$ cat src/rtl/sweep_trig_gate.sv
module sweep_trig_gate #(
  parameter int CNT_W = 16
) (
  input  logic             clk,
  input  logic             rst_n,
  input  logic [1:0]       src_sel,
  input  logic             free_tick,
  input  logic             video_in,
  input  logic             line_in,
  input  logic             ext_in,
  input  logic             sweep_done,
  input  logic             gate_edge_mode,
  input  logic             gate_fall,
  input  logic [CNT_W-1:0] gate_delay,
  input  logic [CNT_W-1:0] gate_len,
  output logic             scan_armed,
  output logic             gate_out
);

  localparam int NSRC = 4;
  localparam int EXT  = 3;

  typedef enum logic [1:0] {G_IDLE, G_DELAY, G_OPEN} gstate_t;

  logic [NSRC-1:0] raw, sy1, sy2;
  logic            sel_lvl, sel_prev, trig;
  logic            ext_prev, ext_ev;
  gstate_t         gst;
  logic [CNT_W-1:0] gcnt;

  assign raw = {ext_in, line_in, video_in, free_tick};

  always_ff @(posedge clk) begin
    if (!rst_n) begin
      sy1 <= '0;
      sy2 <= '0;
    end else begin
      sy1 <= raw;
      sy2 <= sy1;
    end
  end

  always_comb begin
    case (src_sel)
      2'b00:   sel_lvl = sy2[0];
      2'b01:   sel_lvl = sy2[1];
      2'b11:   sel_lvl = sy2[2];
      default: sel_lvl = sy2[EXT];
    endcase
  end

  always_ff @(posedge clk) begin
    if (!rst_n) begin
      sel_prev <= 1'b0;
      ext_prev <= 1'b0;
    end else begin
      sel_prev <= sel_lvl;
      ext_prev <= sy2[EXT];
    end
  end

  assign trig   = sel_lvl & ~sel_prev;
  assign ext_ev = gate_fall ? (ext_prev & ~sy2[EXT]) : (sy2[EXT] & ~ext_prev);

  always_ff @(posedge clk) begin
    if (!rst_n)          scan_armed <= 1'b0;
    else if (sweep_done) scan_armed <= 1'b0;
    else if (trig)       scan_armed <= 1'b1;
  end

  always_ff @(posedge clk) begin
    if (!rst_n || !gate_edge_mode) begin
      gst  <= G_IDLE;
      gcnt <= '0;
    end else begin
      case (gst)
        G_IDLE: begin
          if (ext_ev && gate_len != '0) begin
            if (gate_delay == '0) begin
              gst  <= G_OPEN;
              gcnt <= gate_len;
            end else begin
              gst  <= G_DELAY;
              gcnt <= gate_delay;
            end
          end
        end
        G_DELAY: begin
          if (gcnt <= 1) begin
            gst  <= G_OPEN;
            gcnt <= gate_len;
          end else begin
            gcnt <= gcnt - 1'b1;
          end
        end
        G_OPEN: begin
          if (gcnt <= 1) begin
            gst  <= G_IDLE;
            gcnt <= '0;
          end else begin
            gcnt <= gcnt - 1'b1;
          end
        end
        default: begin
          gst  <= G_IDLE;
          gcnt <= '0;
        end
      endcase
    end
  end

  assign gate_out = gate_edge_mode ? (gst == G_OPEN) : (sy2[EXT] ^ gate_fall);

  AST_TRIG_ONE_CYCLE: assert property (@(posedge clk) disable iff (!rst_n)
    trig |=> !trig);

  AST_SCAN_STICKY: assert property (@(posedge clk) disable iff (!rst_n)
    (scan_armed && !sweep_done) |=> scan_armed);

  AST_CLEAR_WINS: assert property (@(posedge clk) disable iff (!rst_n)
    sweep_done |=> !scan_armed);

  AST_ZERO_LEN_IDLE: assert property (@(posedge clk) disable iff (!rst_n)
    (gate_edge_mode && gst == G_IDLE && gate_len == '0) |=> gst == G_IDLE);

  AST_DELAY_RUNS: assert property (@(posedge clk) disable iff (!rst_n)
    (gate_edge_mode && gst == G_DELAY && gcnt > 1)
      |=> (gst == G_DELAY && gcnt == CNT_W'($past(gcnt) - 1'b1)));

  AST_OPEN_RUNS: assert property (@(posedge clk) disable iff (!rst_n)
    (gate_edge_mode && gst == G_OPEN && gcnt > 1)
      |=> (gst == G_OPEN && gcnt == CNT_W'($past(gcnt) - 1'b1)));

  AST_LEVEL_IDLE: assert property (@(posedge clk) disable iff (!rst_n)
    !gate_edge_mode |=> gst == G_IDLE);

endmodule

$ cat config.mk
export PLATFORM = sky130hd
export DESIGN_NAME = sweep_trig_gate
export DESIGN_NICKNAME = d
export VERILOG_FILES = /design/src/rtl/sweep_trig_gate.sv
export SDC_FILE = /design/constraint.sdc
export NUM_CORES = 1
export LEC_CHECK = 0
export BUFFER_PORTS_ARGS = -buffer_cell sky130_fd_sc_hd__buf_2
export CORE_UTILIZATION = 45
export DETAILED_ROUTE_END_ITERATION = 16
export GPL_TIMING_DRIVEN = 0
export PLACE_DENSITY = 0.7
export RECOVER_POWER = 100
export SYNTH_ARGS = -nofsm -noshare
export SYNTH_HDL_FRONTEND = slang
export SYNTH_SLANG_ARGS = --single-unit
$ cat constraint.sdc
create_clock -name clk -period 2.8 [get_ports clk]
set_clock_uncertainty 0.05 [all_clocks]
set_input_delay 0.14 -clock clk [delete_from_list [all_inputs] [get_ports clk]]
set_output_delay 0.14 -clock clk [all_outputs]
set_load 0.005 [all_outputs]
# Word-level counts from Yosys, hierarchy flattened
# Cells that the tools add are included.
[op_classes]
div = 0
shifts = 0
n_eq_ne = 7
mul = 0
bitwise = 8
muxes = 13
n_lt_le_gt_ge = 1
addsub = 1
reduce_logical = 10
[op_table]
columns = ["operator", "n"]
rows = [
  ["$mux W16", 4],
  ["$pmux W16 S3", 1],
  ["$le A16 B1 Y1 const B", 1],
  ["$logic_not A16 Y1", 1],
  ["$reduce_bool A16 Y1", 1],
  ["$sub A16 B1 Y16 const B", 1],
  ["$mux W2", 4],
  ["$ne A2 B2 Y1 const B", 3],
  ["$pmux W2 S3", 1],
  ["$eq A2 B1 Y1 const B", 2],
  ["$eq A2 B2 Y1 const B", 2],
  ["$logic_not A2 Y1", 2],
  ["$not A1 Y1", 4],
  ["$and A1 B1 Y1", 3],
  ["$pmux W1 S3", 1],
  ["$reduce_and A3 Y1", 1],
  ["$logic_not A1 Y1", 2],
  ["$mux W1", 2],
  ["$reduce_or A2 Y1", 1],
  ["$logic_and A1 B1 Y1", 1],
  ["$logic_or A1 B1 Y1", 1],
  ["$xor A1 B1 Y1", 1],
]
[word_totals]
rom_bits = 0
latchBits = 0
inputBits = 43
ff_bits = 29
memories = 0
ramBits = 0

# Depth between registers and ports, before layout
# Gate-level depths: netlist of run 1.
[logic_depth]
ltp_word = 6
mapped_depth = 8

# Worst setup path before layout of run 1
# OpenSTA, ideal clock, no wires.
[synth_path]
kind = "register -> register"
startpoint = "register gcnt[0]"
endpoint = "register gcnt[2]"
stages_incl_launch_ff = 9
n_path_buf = 1
synth_period_minus_slack_ns = 1.842
path_slack_ns = 0.958
t_arrival_ns = 1.722
setup_ns = 0.070
path_cell_list = "dfxtp_1 -> inv_1 -> ha_1 -> o2111a_1 -> a21o_2 -> buf_4 -> o211ai_1 -> o21ai_0 -> a21oi_1"
[synth_between]
elab_chain_cells = 3
word_cells_on_any_way = 5
[synth_rtl]
columns = ["element", "line_no", "rtl"]
rows = [
  ["start, declared", "29", "logic [CNT_W-1:0] gcnt;"],
  ["start signal, assigned", "81", "gcnt <= gate_len;"],
  ["start signal, assigned", "84", "gcnt <= gate_delay;"],
  ["start signal, assigned", "91", "gcnt <= gate_len;"],
  ["$sub A16 B1 Y16 or $le A16 B1 Y1 (tied branches)", "n/a", ""],
  ["$mux W16 (on tied branches)", "97, 89", ""],
  ["$pmux W16 S3 (*)", "76", "case (gst)"],
]
# Mark *: on every way between the ends. The rest lies on a longest branch, timed or not.
# A chain may end at the register's enable or synchronous reset.

# Worst setup path after layout of run 1
[layout_path]
startpoint = "register gcnt[2]"
endpoint = "register gcnt[5]"
# The elaborated chain is that of the path after synthesis.

==> results of run 1 <==
==> per-stage QoR <==
| stage | util (%) | instance area (um2) |
|---|---|---|
| 2_1_floorplan | - | 1710 |
| 3_5_place_dp | 54.4 | 1990 |
| 6_report | 57.5 | 2100 |
| 4_1_cts | 58.0 | 2120 |
| 3_3_place_gp | 54.4 | 1990 |
| 5_1_grt | 57.5 | 2100 |
==> worst reg2reg max path, stage by stage, from the launching register on <==
cell,delay [ns]
dfxtp_1,0.37
nor4_1,0.63
o2111a_1,0.40
a21oi_1,0.15
clkbuf_1,0.28
a222oi_1,0.37
a21oi_1,0.10
==> worst paths after layout <==
path           start  endpoint  cells past startpoint
max          gcnt[2]   gcnt[5]                      6
min          line_in    sy1[2]                      2
max reg2reg  gcnt[2]   gcnt[5]                      6
min reg2reg   sy1[3]    sy2[3]                      1
==> sequential cells by signal (all words and copies together), names as in the netlist <==
name and count:
gcnt 16, sel_prev 1, ext_prev 1, sy1 4
scan_armed 1, gst 2, sy2 4
==> per-layer routing <==
metal / part of all wire [%] / up-vias
li1: - / 924
met1: 46 / 878
met2: 43 / 87
met3: 7.4 / 18
met4: 2.9 / 0
met5: 0 / -
==> cells by family (layout without fill, tap and decap cells) <==
logic type      after synthesis  count (layout)  share of synthesized area, %
xor+xnor                      3               3                          1.53
buf+inv                      15              68                          3.87
compound gates               73              73                          27.7
flops                        29              29                          33.9
fa+ha+maj                     2               2                          1.46
simple gates                 90              90                          29.6
mux                           2               2                          1.97
==> what timing repair did <==
action                    CTS  global route
gates resized for setup     0             0
hold buffers                1             0
hold endpoints to repair    1             0
setup buffers               0             0
==> final cells by class <==
type | instances | area, um2
Buffer | 11 | 50.0
Clock buffer | 6 | 82.6
Clock inverter | 2 | 37.5
Fill cell | 349 | 1560
Inverter | 4 | 15.0
Multi-Input combinational cell | 170 | 1050
Sequential cell | 29 | 581
Tap cell | 48 | 60.1
Timing Repair Buffer | 45 | 228
==> cells in the final DEF, fill, tap and decap left out, types with 6 or more instances in the layout <==
master,Yosys,layout
clkbuf_8,0,6
a21oi_1,24,24
a222oi_1,6,6
o21ai_0,16,20
dfxtp_1,29,29
buf_2,2,43
and2_1,12,8
nor3_1,12,12
nand3_1,6,6
nor2_1,11,11
clkbuf_1,7,10
nand2_1,19,19
nor4_1,10,11
==> power groups by stage <==
stage	Sequential, mW	Clock [mW]	Combinational (mW)
2_1_floorplan	0.441	0	0.108
3_3_place_gp	0.442	0	0.175
3_5_place_dp	0.443	0	0.176
4_1_cts	0.433	0.465	0.178
5_1_grt	0.435	0.486	0.195
6_report	0.433	0.459	0.179
==> flow_summary.json, run 1 <==
{
  "power.density_nw_per_um2": 509,
  "cts-buffers-inserted": 5,
  "cp_common_cell": "a21oi_1",
  "hold_viol": 0,
  "seq_power_share_pct": 40.5,
  "drcViolationCount": 0,
  "cts_tree": "done",
  "io_buffers": 44,
  "max_stage_delay_ns": 0.63,
  "worst-path-max-fanout": 10,
  "die_w_um": 63.7,
  "hold_class": "in -> reg",
  "drtIter0Drc": 197,
  "worstPathArrival_ns": 2.59,
  "required_ns": 2.91,
  "ys.flop_type": "dfxtp_1",
  "p_sw_mw": 0.281,
  "grt_pass1_vias": 1635,
  "synth_most_common_cell": "dfxtp_1",
  "clk_pin_slew_ns": 0.07,
  "drt_first_pass_iters": 5,
  "p_int_mw": 0.790,
  "ir_drop_mv": 0.315,
  "area_growth_pct": 22.8,
  "maxCapViolCount": 0,
  "grt_overflow": 0,
  "final-instance-count-excl-fill": 315,
  "combPwrFrac_pct": 16.7,
  "p_sw_share_pct": 26.3,
  "p_leak_nw": 0.811,
  "rows": 22,
  "synth_nets": 259,
  "grt-busiest-layer": "met2",
  "crit_chain": "nor4_1 > o2111a_1 > a21oi_1 > clkbuf_1 > a222oi_1 > a21oi_1",
  "rsz0062_at_grt": "no",
  "via_per_inst": 6.05,
  "ys_types": 51,
  "met1_usage_pct": 36.0,
  "wl_per_cell_um": 16.0,
  "grt_use_met3_pct": 6.34,
  "gp_congestion": 0.942,
  "vias": 1907,
  "period_needed_ns": 2.48,
  "ff2ff_setup_slack_ns": 0.32,
  "start_util_pct": 46.8,
  "syn_inst": 214,
  "dp_cells": 306,
  "finalCritPeriodShare_pct": 88.6,
  "coreArea_um2": 3660,
  "ant_nets": 0,
  "clkPwrFrac_pct": 42.8,
  "crit_buf_inv": 1,
  "ys_ff_latch": 29,
  "end_kind": "register",
  "setup_viol": 0,
  "cp_slowest_cell": "nor4_1",
  "finalWorstSetupSlack_ns": 0.319,
  "grt_max_degree": 11,
  "async_reset_ff_share_pct": 0,
  "ys_warn_count": 0,
  "pre_cts_slack_ns": 0.554,
  "synth-edff-count": 0,
  "worst_pin_slew_ns": 0.719,
  "layout-drive-gt1-share_pct": 22.8,
  "outcome": "complete, no violations",
  "clk_path_buf_depth": 2,
  "syn_avg_cell_area_um2": 8.00,
  "slew_violations": 0,
  "netlist_top_cells_count": "29 x dfxtp_1, 24 x a21oi_1, 19 x nand2_1",
  "post-dp-hpwl_mm": 3.80,
  "grt_util_met2_pct": 38.7,
  "diodes": 0,
  "crit_type": "reg -> reg",
  "grt_pass1_wl_mm": 8.10,
  "synth_area_leader_cell": "dfxtp_1",
  "holdWs_ns": 0.00780,
  "die_y_um": 63.7,
  "io_pins": 45,
  "cts.sinks": 29,
  "dieArea_um2": 4060,
  "antenna_found_initial": 0,
  "max_slew_margin_pct": 52.1,
  "clock-root-buffer": "clkbuf_8",
  "tns_ns": 0,
  "synth_area_leaders": "dfxtp_1 34%, a21oi_1 7.0%, o21ai_0 4.7%",
  "nNetsFinal": 311,
  "h-tree-depth": 2,
  "clk_latency_ns": 0.29,
  "crit_family": "compound AO/OA/AOI/OAI gates",
  "mappedNetlistArea_um2": 1710,
  "total_power_mw": 1.07,
  "yosysTopAreaCellShare_pct": 33.9,
  "wirelength_mm": 5.05,
  "max_freq_mhz": 403,
  "grt.total_usage_pct": 26.1,
  "ys_seq_area_share_pct": 33.9,
  "start_kind": "register"
}
Power figures use the tool's default switching activity.
==> run 2: changes to the inputs <==
Settings changed: HOLD_SLACK_MARGIN set to 0.05.
==> flow_summary.json, run 2 (synthesis gave the netlist of run 1 again) <==
{
  "p_sw_share_pct": 26.2,
  "pre_cts_slack_ns": 0.554,
  "grt_max_degree": 11,
  "finalCritPeriodShare_pct": 88.6,
  "cts_resized": 0,
  "dieArea_um2": 4060,
  "area_growth_pct": 25.2,
  "die_y_um": 63.7,
  "io_buffers": 44,
  "max_stage_delay_ns": 0.64,
  "ff2ff_setup_slack_ns": 0.32,
  "wirelength_mm": 5.11,
  "cts_hold_buf": 5,
  "worst-path-max-fanout": 10,
  "coreArea_um2": 3660,
  "crit_buf_inv": 1,
  "min_to": "gcnt[10]",
  "cp_slowest_cell": "nor4_1",
  "drtIter0Drc": 189,
  "worstPathArrival_ns": 2.59,
  "vias": 1917,
  "power.density_nw_per_um2": 501,
  "dpl_cell_area_um2": 1990,
  "drcViolationCount": 0,
  "grt_pass1_wl_mm": 8.17,
  "slew_violations": 0,
  "clock-root-buffer": "clkbuf_8",
  "reg2regPathDepth": 6,
  "clk_path_buf_depth": 2,
  "final-instance-count-excl-fill": 319,
  "n_fill_cell": 344,
  "multi_input_area_um2": 1050,
  "tns_ns": 0,
  "dp_cells": 306,
  "largest_reg_flops": 16,
  "combPwrFrac_pct": 17.1,
  "clk_latency_ns": 0.29,
  "via_per_inst": 6.01,
  "hp-start": "gate_len[10]",
  "nNetsFinal": 315,
  "start_util_pct": 46.8,
  "ir_drop_mv": 0.307,
  "seq_power_share_pct": 40.3,
  "cts.sinks": 29,
  "p_int_mw": 0.794,
  "clkPwrFrac_pct": 42.6,
  "io_pins": 45,
  "max_slew_margin_pct": 51.5,
  "whs_path_depth": 3,
  "diodes": 0,
  "worst_pin_slew_ns": 0.727,
  "timing.rr.end": "gcnt[5]",
  "register_area_um2": 581,
  "hold_class": "in -> reg",
  "rsz0062_at_grt": "no",
  "ant_nets": 0,
  "post_cts_buffers": 0,
  "layout-drive-gt1-share_pct": 22.9,
  "cts-buffers-inserted": 5,
  "grt_overflow": 0,
  "design_area_um2": 2140,
  "h-tree-depth": 2,
  "p_sw_mw": 0.281,
  "period_needed_ns": 2.48,
  "regToRegStartpoint": "gcnt[2]",
  "die_w_um": 63.7,
  "clk_pin_slew_ns": 0.07,
  "antenna_found_initial": 0,
  "grt_pass1_vias": 1653,
  "cts_tree": "done",
  "reg_top3": "gcnt x16, sy1 x4, sy2 x4",
  "largest_register": "gcnt",
  "cp_common_cell": "a21oi_1",
  "max_freq_mhz": 403,
  "layout_common_cells": "44 x buf_2, 29 x dfxtp_1, 24 x a21oi_1, 20 x o21ai_0, 19 x nand2_1",
  "outcome": "complete, no violations",
  "layout_commonest_cell": "buf_2",
  "rows": 22,
  "setup_viol": 0,
  "gp_congestion": 0.942,
  "hold_viol": 0,
  "crit_chain": "nor4_1 > o2111a_1 > a21oi_1 > clkbuf_1 > a222oi_1 > a21oi_1",
  "crit_family": "compound AO/OA/AOI/OAI gates",
  "required_ns": 2.91,
  "finalWorstSetupSlack_ns": 0.320,
  "crit_type": "reg -> reg",
  "post-dp-hpwl_mm": 3.80,
  "end_kind": "register",
  "p_leak_nw": 0.831,
  "grt.total_usage_pct": 26.3,
  "wl_per_cell_um": 16.0,
  "start_kind": "register",
  "maxCapViolCount": 0,
  "drt_first_pass_iters": 5
}
-- run 2: final cells by class --
class	instances	share of cell area (%)
multi-input combinational	170	48.9
clock buffer	6	3.85
tap	48	2.80
buffer	11	2.33
timing repair buffer	49	12.5
sequential	29	27.1
inverter	4	0.700
clock inverter	2	1.75
-- run 2: power by group through the flow --
stage | Clock, mW | Combinational (mW) | Sequential, mW
CTS | 0.465 | 0.182 | 0.433
detailed placement | 0 | 0.176 | 0.443
floorplan | 0 | 0.108 | 0.441
global route | 0.486 | 0.199 | 0.435
finish | 0.458 | 0.184 | 0.433
global placement | 0 | 0.175 | 0.442
-- run 2: worst register-to-register path: stages, from the launching register on --
cell and delay, ns:
dfxtp_1 0.36, nor4_1 0.64, o2111a_1 0.40, a21oi_1 0.15
clkbuf_1 0.28, a222oi_1 0.37, a21oi_1 0.10
-- run 2: per-layer routing --
layer  GRT usage (%)  routed length [um]  vias up
met5               0                   0        -
met4            10.2                 131        0
met3            6.34                 376       14
met2            39.4                2260       91
met1            36.1                2350      883
li1                -                   -      929
-- run 2: how the worst max path moves through the flow --
stage / startpoint / end / slack [ns] / cells after the start
final: gcnt[2] / gcnt[5] / 0.32 / 6
after detailed placement: gate_delay[8] / gcnt[9] / 0.55 / 8
after floorplan: gcnt[0] / gcnt[2] / 0.96 / 8
after global routing: gcnt[0] / gcnt[12] / 0.21 / 8
after CTS: gcnt[0] / gcnt[12] / 0.66 / 8
after global placement: gate_delay[8] / gcnt[9] / 0.57 / 8
-- run 2: through the flow --
| step | hold slack, ns | power [mW] | utilization [%] |
|---|---|---|---|
| floorplan | 0.166 | 0.549 | - |
| global placement | 0.254 | 0.617 | 54.4 |
| detailed placement | 0.264 | 0.619 | 54.4 |
| CTS | 0.0680 | 1.08 | 59.1 |
| global route | 0.0738 | 1.12 | 58.6 |
| finish | 0.0740 | 1.07 | 58.6 |
==> run 3: changes to the inputs <==
Settings changed: CORE_MARGIN set to 2.
==> flow_summary.json, run 3 (synthesis gave the netlist of run 1 again) <==
{
  "outcome": "complete, no violations",
  "largest_register": "gcnt",
  "min_to": "gcnt[10]",
  "finalCritPeriodShare_pct": 87.1,
  "drtIter0Drc": 294,
  "vias": 1923,
  "h-tree-depth": 2,
  "tns_ns": 0,
  "diodes": 0,
  "layout_commonest_cell": "buf_2",
  "n_fill_cell": 343,
  "max_slew_margin_pct": 49.9,
  "crit_buf_inv": 2,
  "gp_congestion": 0.942,
  "grt.total_usage_pct": 26.8,
  "design_area_um2": 2140,
  "seq_power_share_pct": 40.2,
  "p_int_mw": 0.794,
  "maxCapViolCount": 0,
  "required_ns": 2.97,
  "post-dp-hpwl_mm": 3.98,
  "grt_pass1_vias": 1758,
  "worst-path-max-fanout": 10,
  "grt_overflow": 0,
  "start_util_pct": 46.8,
  "drt_first_pass_iters": 6,
  "hold_viol": 0,
  "wirelength_mm": 5.38,
  "layout-drive-gt1-share_pct": 22.5,
  "antenna_found_initial": 0,
  "crit_family": "compound AO/OA/AOI/OAI gates",
  "cts_resized": 0,
  "via_per_inst": 6.03,
  "regToRegStartpoint": "gcnt[0]",
  "register_area_um2": 581,
  "p_sw_mw": 0.287,
  "cts.sinks": 29,
  "cts_tree": "done",
  "grt_max_degree": 11,
  "combPwrFrac_pct": 17.1,
  "multi_input_area_um2": 1040,
  "hold_class": "in -> reg",
  "crit_chain": "inv_1 > ha_1 > o2111a_1 > a21oi_1 > clkbuf_1 > o21ai_0 > a21oi_1 > o21bai_1",
  "clk_pin_slew_ns": 0.07,
  "area_growth_pct": 24.8,
  "largest_reg_flops": 16,
  "reg_top3": "gcnt x16, sy1 x4, sy2 x4",
  "clk_latency_ns": 0.29,
  "fin_util_pct": 58.4,
  "max_freq_mhz": 410,
  "rsz0062_at_grt": "no",
  "layout_common_cells": "44 x buf_2, 29 x dfxtp_1, 24 x a21oi_1, 19 x o21ai_0, 19 x nand2_1",
  "clkPwrFrac_pct": 42.7,
  "io_buffers": 44,
  "period_needed_ns": 2.44,
  "end_kind": "register",
  "start_kind": "register",
  "clock-root-buffer": "clkbuf_8",
  "hp-start": "gate_len[10]",
  "rows": 22,
  "nNetsFinal": 315,
  "p_leak_nw": 0.828,
  "slew_violations": 0,
  "p_sw_share_pct": 26.5,
  "ant_nets": 0,
  "ir_drop_mv": 0.356,
  "timing.rr.end": "gcnt[12]",
  "die_w_um": 65.7,
  "reg2regPathDepth": 8,
  "power.density_nw_per_um2": 505,
  "clk_path_buf_depth": 2,
  "coreArea_um2": 3660,
  "io_pins": 45,
  "wl_per_cell_um": 16.9,
  "whs_path_depth": 3,
  "worst_pin_slew_ns": 0.751,
  "grt_pass1_wl_mm": 8.60,
  "max_stage_delay_ns": 0.46,
  "dieArea_um2": 4320,
  "ff2ff_setup_slack_ns": 0.36,
  "worstPathArrival_ns": 2.61,
  "dpl_cell_area_um2": 1990,
  "cp_slowest_cell": "dfxtp_1",
  "cp_common_cell": "a21oi_1",
  "setup_viol": 0,
  "crit_type": "reg -> reg",
  "die_y_um": 65.7,
  "cts-buffers-inserted": 5,
  "drcViolationCount": 0
}
[run 3: cell counts in the layout (fill, tap and decap cells not counted)]
No cell type changed its count.
[run 3: worst max path at each step]
| stage | slack, ns | cells past startpoint | to | start |
|---|---|---|---|---|
| global route | 0.21 | 8 | gcnt[12] | gcnt[0] |
| detailed placement | 0.56 | 8 | gcnt[9] | gate_delay[8] |
| floorplan | 0.96 | 8 | gcnt[2] | gcnt[0] |
| CTS | 0.66 | 8 | gcnt[12] | gcnt[0] |
| finish | 0.36 | 8 | gcnt[12] | gcnt[0] |
| global placement | 0.53 | 8 | gcnt[9] | gate_delay[8] |
[run 3: area by class of cell]
cell class	count	area share (%)
Multi-Input combinational cell	170	48.8
Sequential cell	29	27.2
Timing Repair Buffer	49	12.6
Clock buffer	6	3.86
Tap cell	48	2.81
Buffer	11	2.34
Clock inverter	2	1.76
Inverter	4	0.702
[run 3: what timing repair did]
action | 4_1_cts | 5_1_grt
hold buffers | 5 | 0
setup endpoints to repair | 0 | 0
buffers inserted | 0 | 0
endpoints found under the hold margin | 5 | 0
[run 3: stage by stage]
step | hold WS (ns) | cells | total power, mW | setup slack [ns]
4_1_cts | 0.0570 | 319 | 1.08 | 0.657
5_1_grt | 0.0830 | 319 | 1.13 | 0.209
6_report | 0.0604 | 319 | 1.08 | 0.362
3_5_place_dp | 0.261 | 306 | 0.621 | 0.562
3_3_place_gp | 0.257 | 306 | 0.619 | 0.535
2_1_floorplan | 0.166 | 214 | 0.549 | 0.958
[run 3: per-layer routing]
layer	global-route usage, %	vias up	routed length (um)
met5	0	-	0
met4	10.7	0	132
met3	7.53	15	511
met2	42.2	105	2370
met1	34.5	879	2370
li1	-	924	-
[run 3: worst reg2reg max path: cells and delay by family, from the launching register on]
kind | cells | cell delay [ns]
AO/OA/AOI/OAI | 5 | 1.04
buffers and inverters | 2 | 0.53
flip-flops | 1 | 0.46
adder cells (fa/ha/maj) | 1 | 0.28
[run 3: power groups by stage]
stage	clock (mW)	sequential, mW	combinational (mW)
floorplan	0	0.441	0.108
global placement	0	0.442	0.176
detailed placement	0	0.443	0.178
CTS	0.466	0.434	0.184
global route	0.488	0.435	0.205
finish	0.461	0.434	0.185
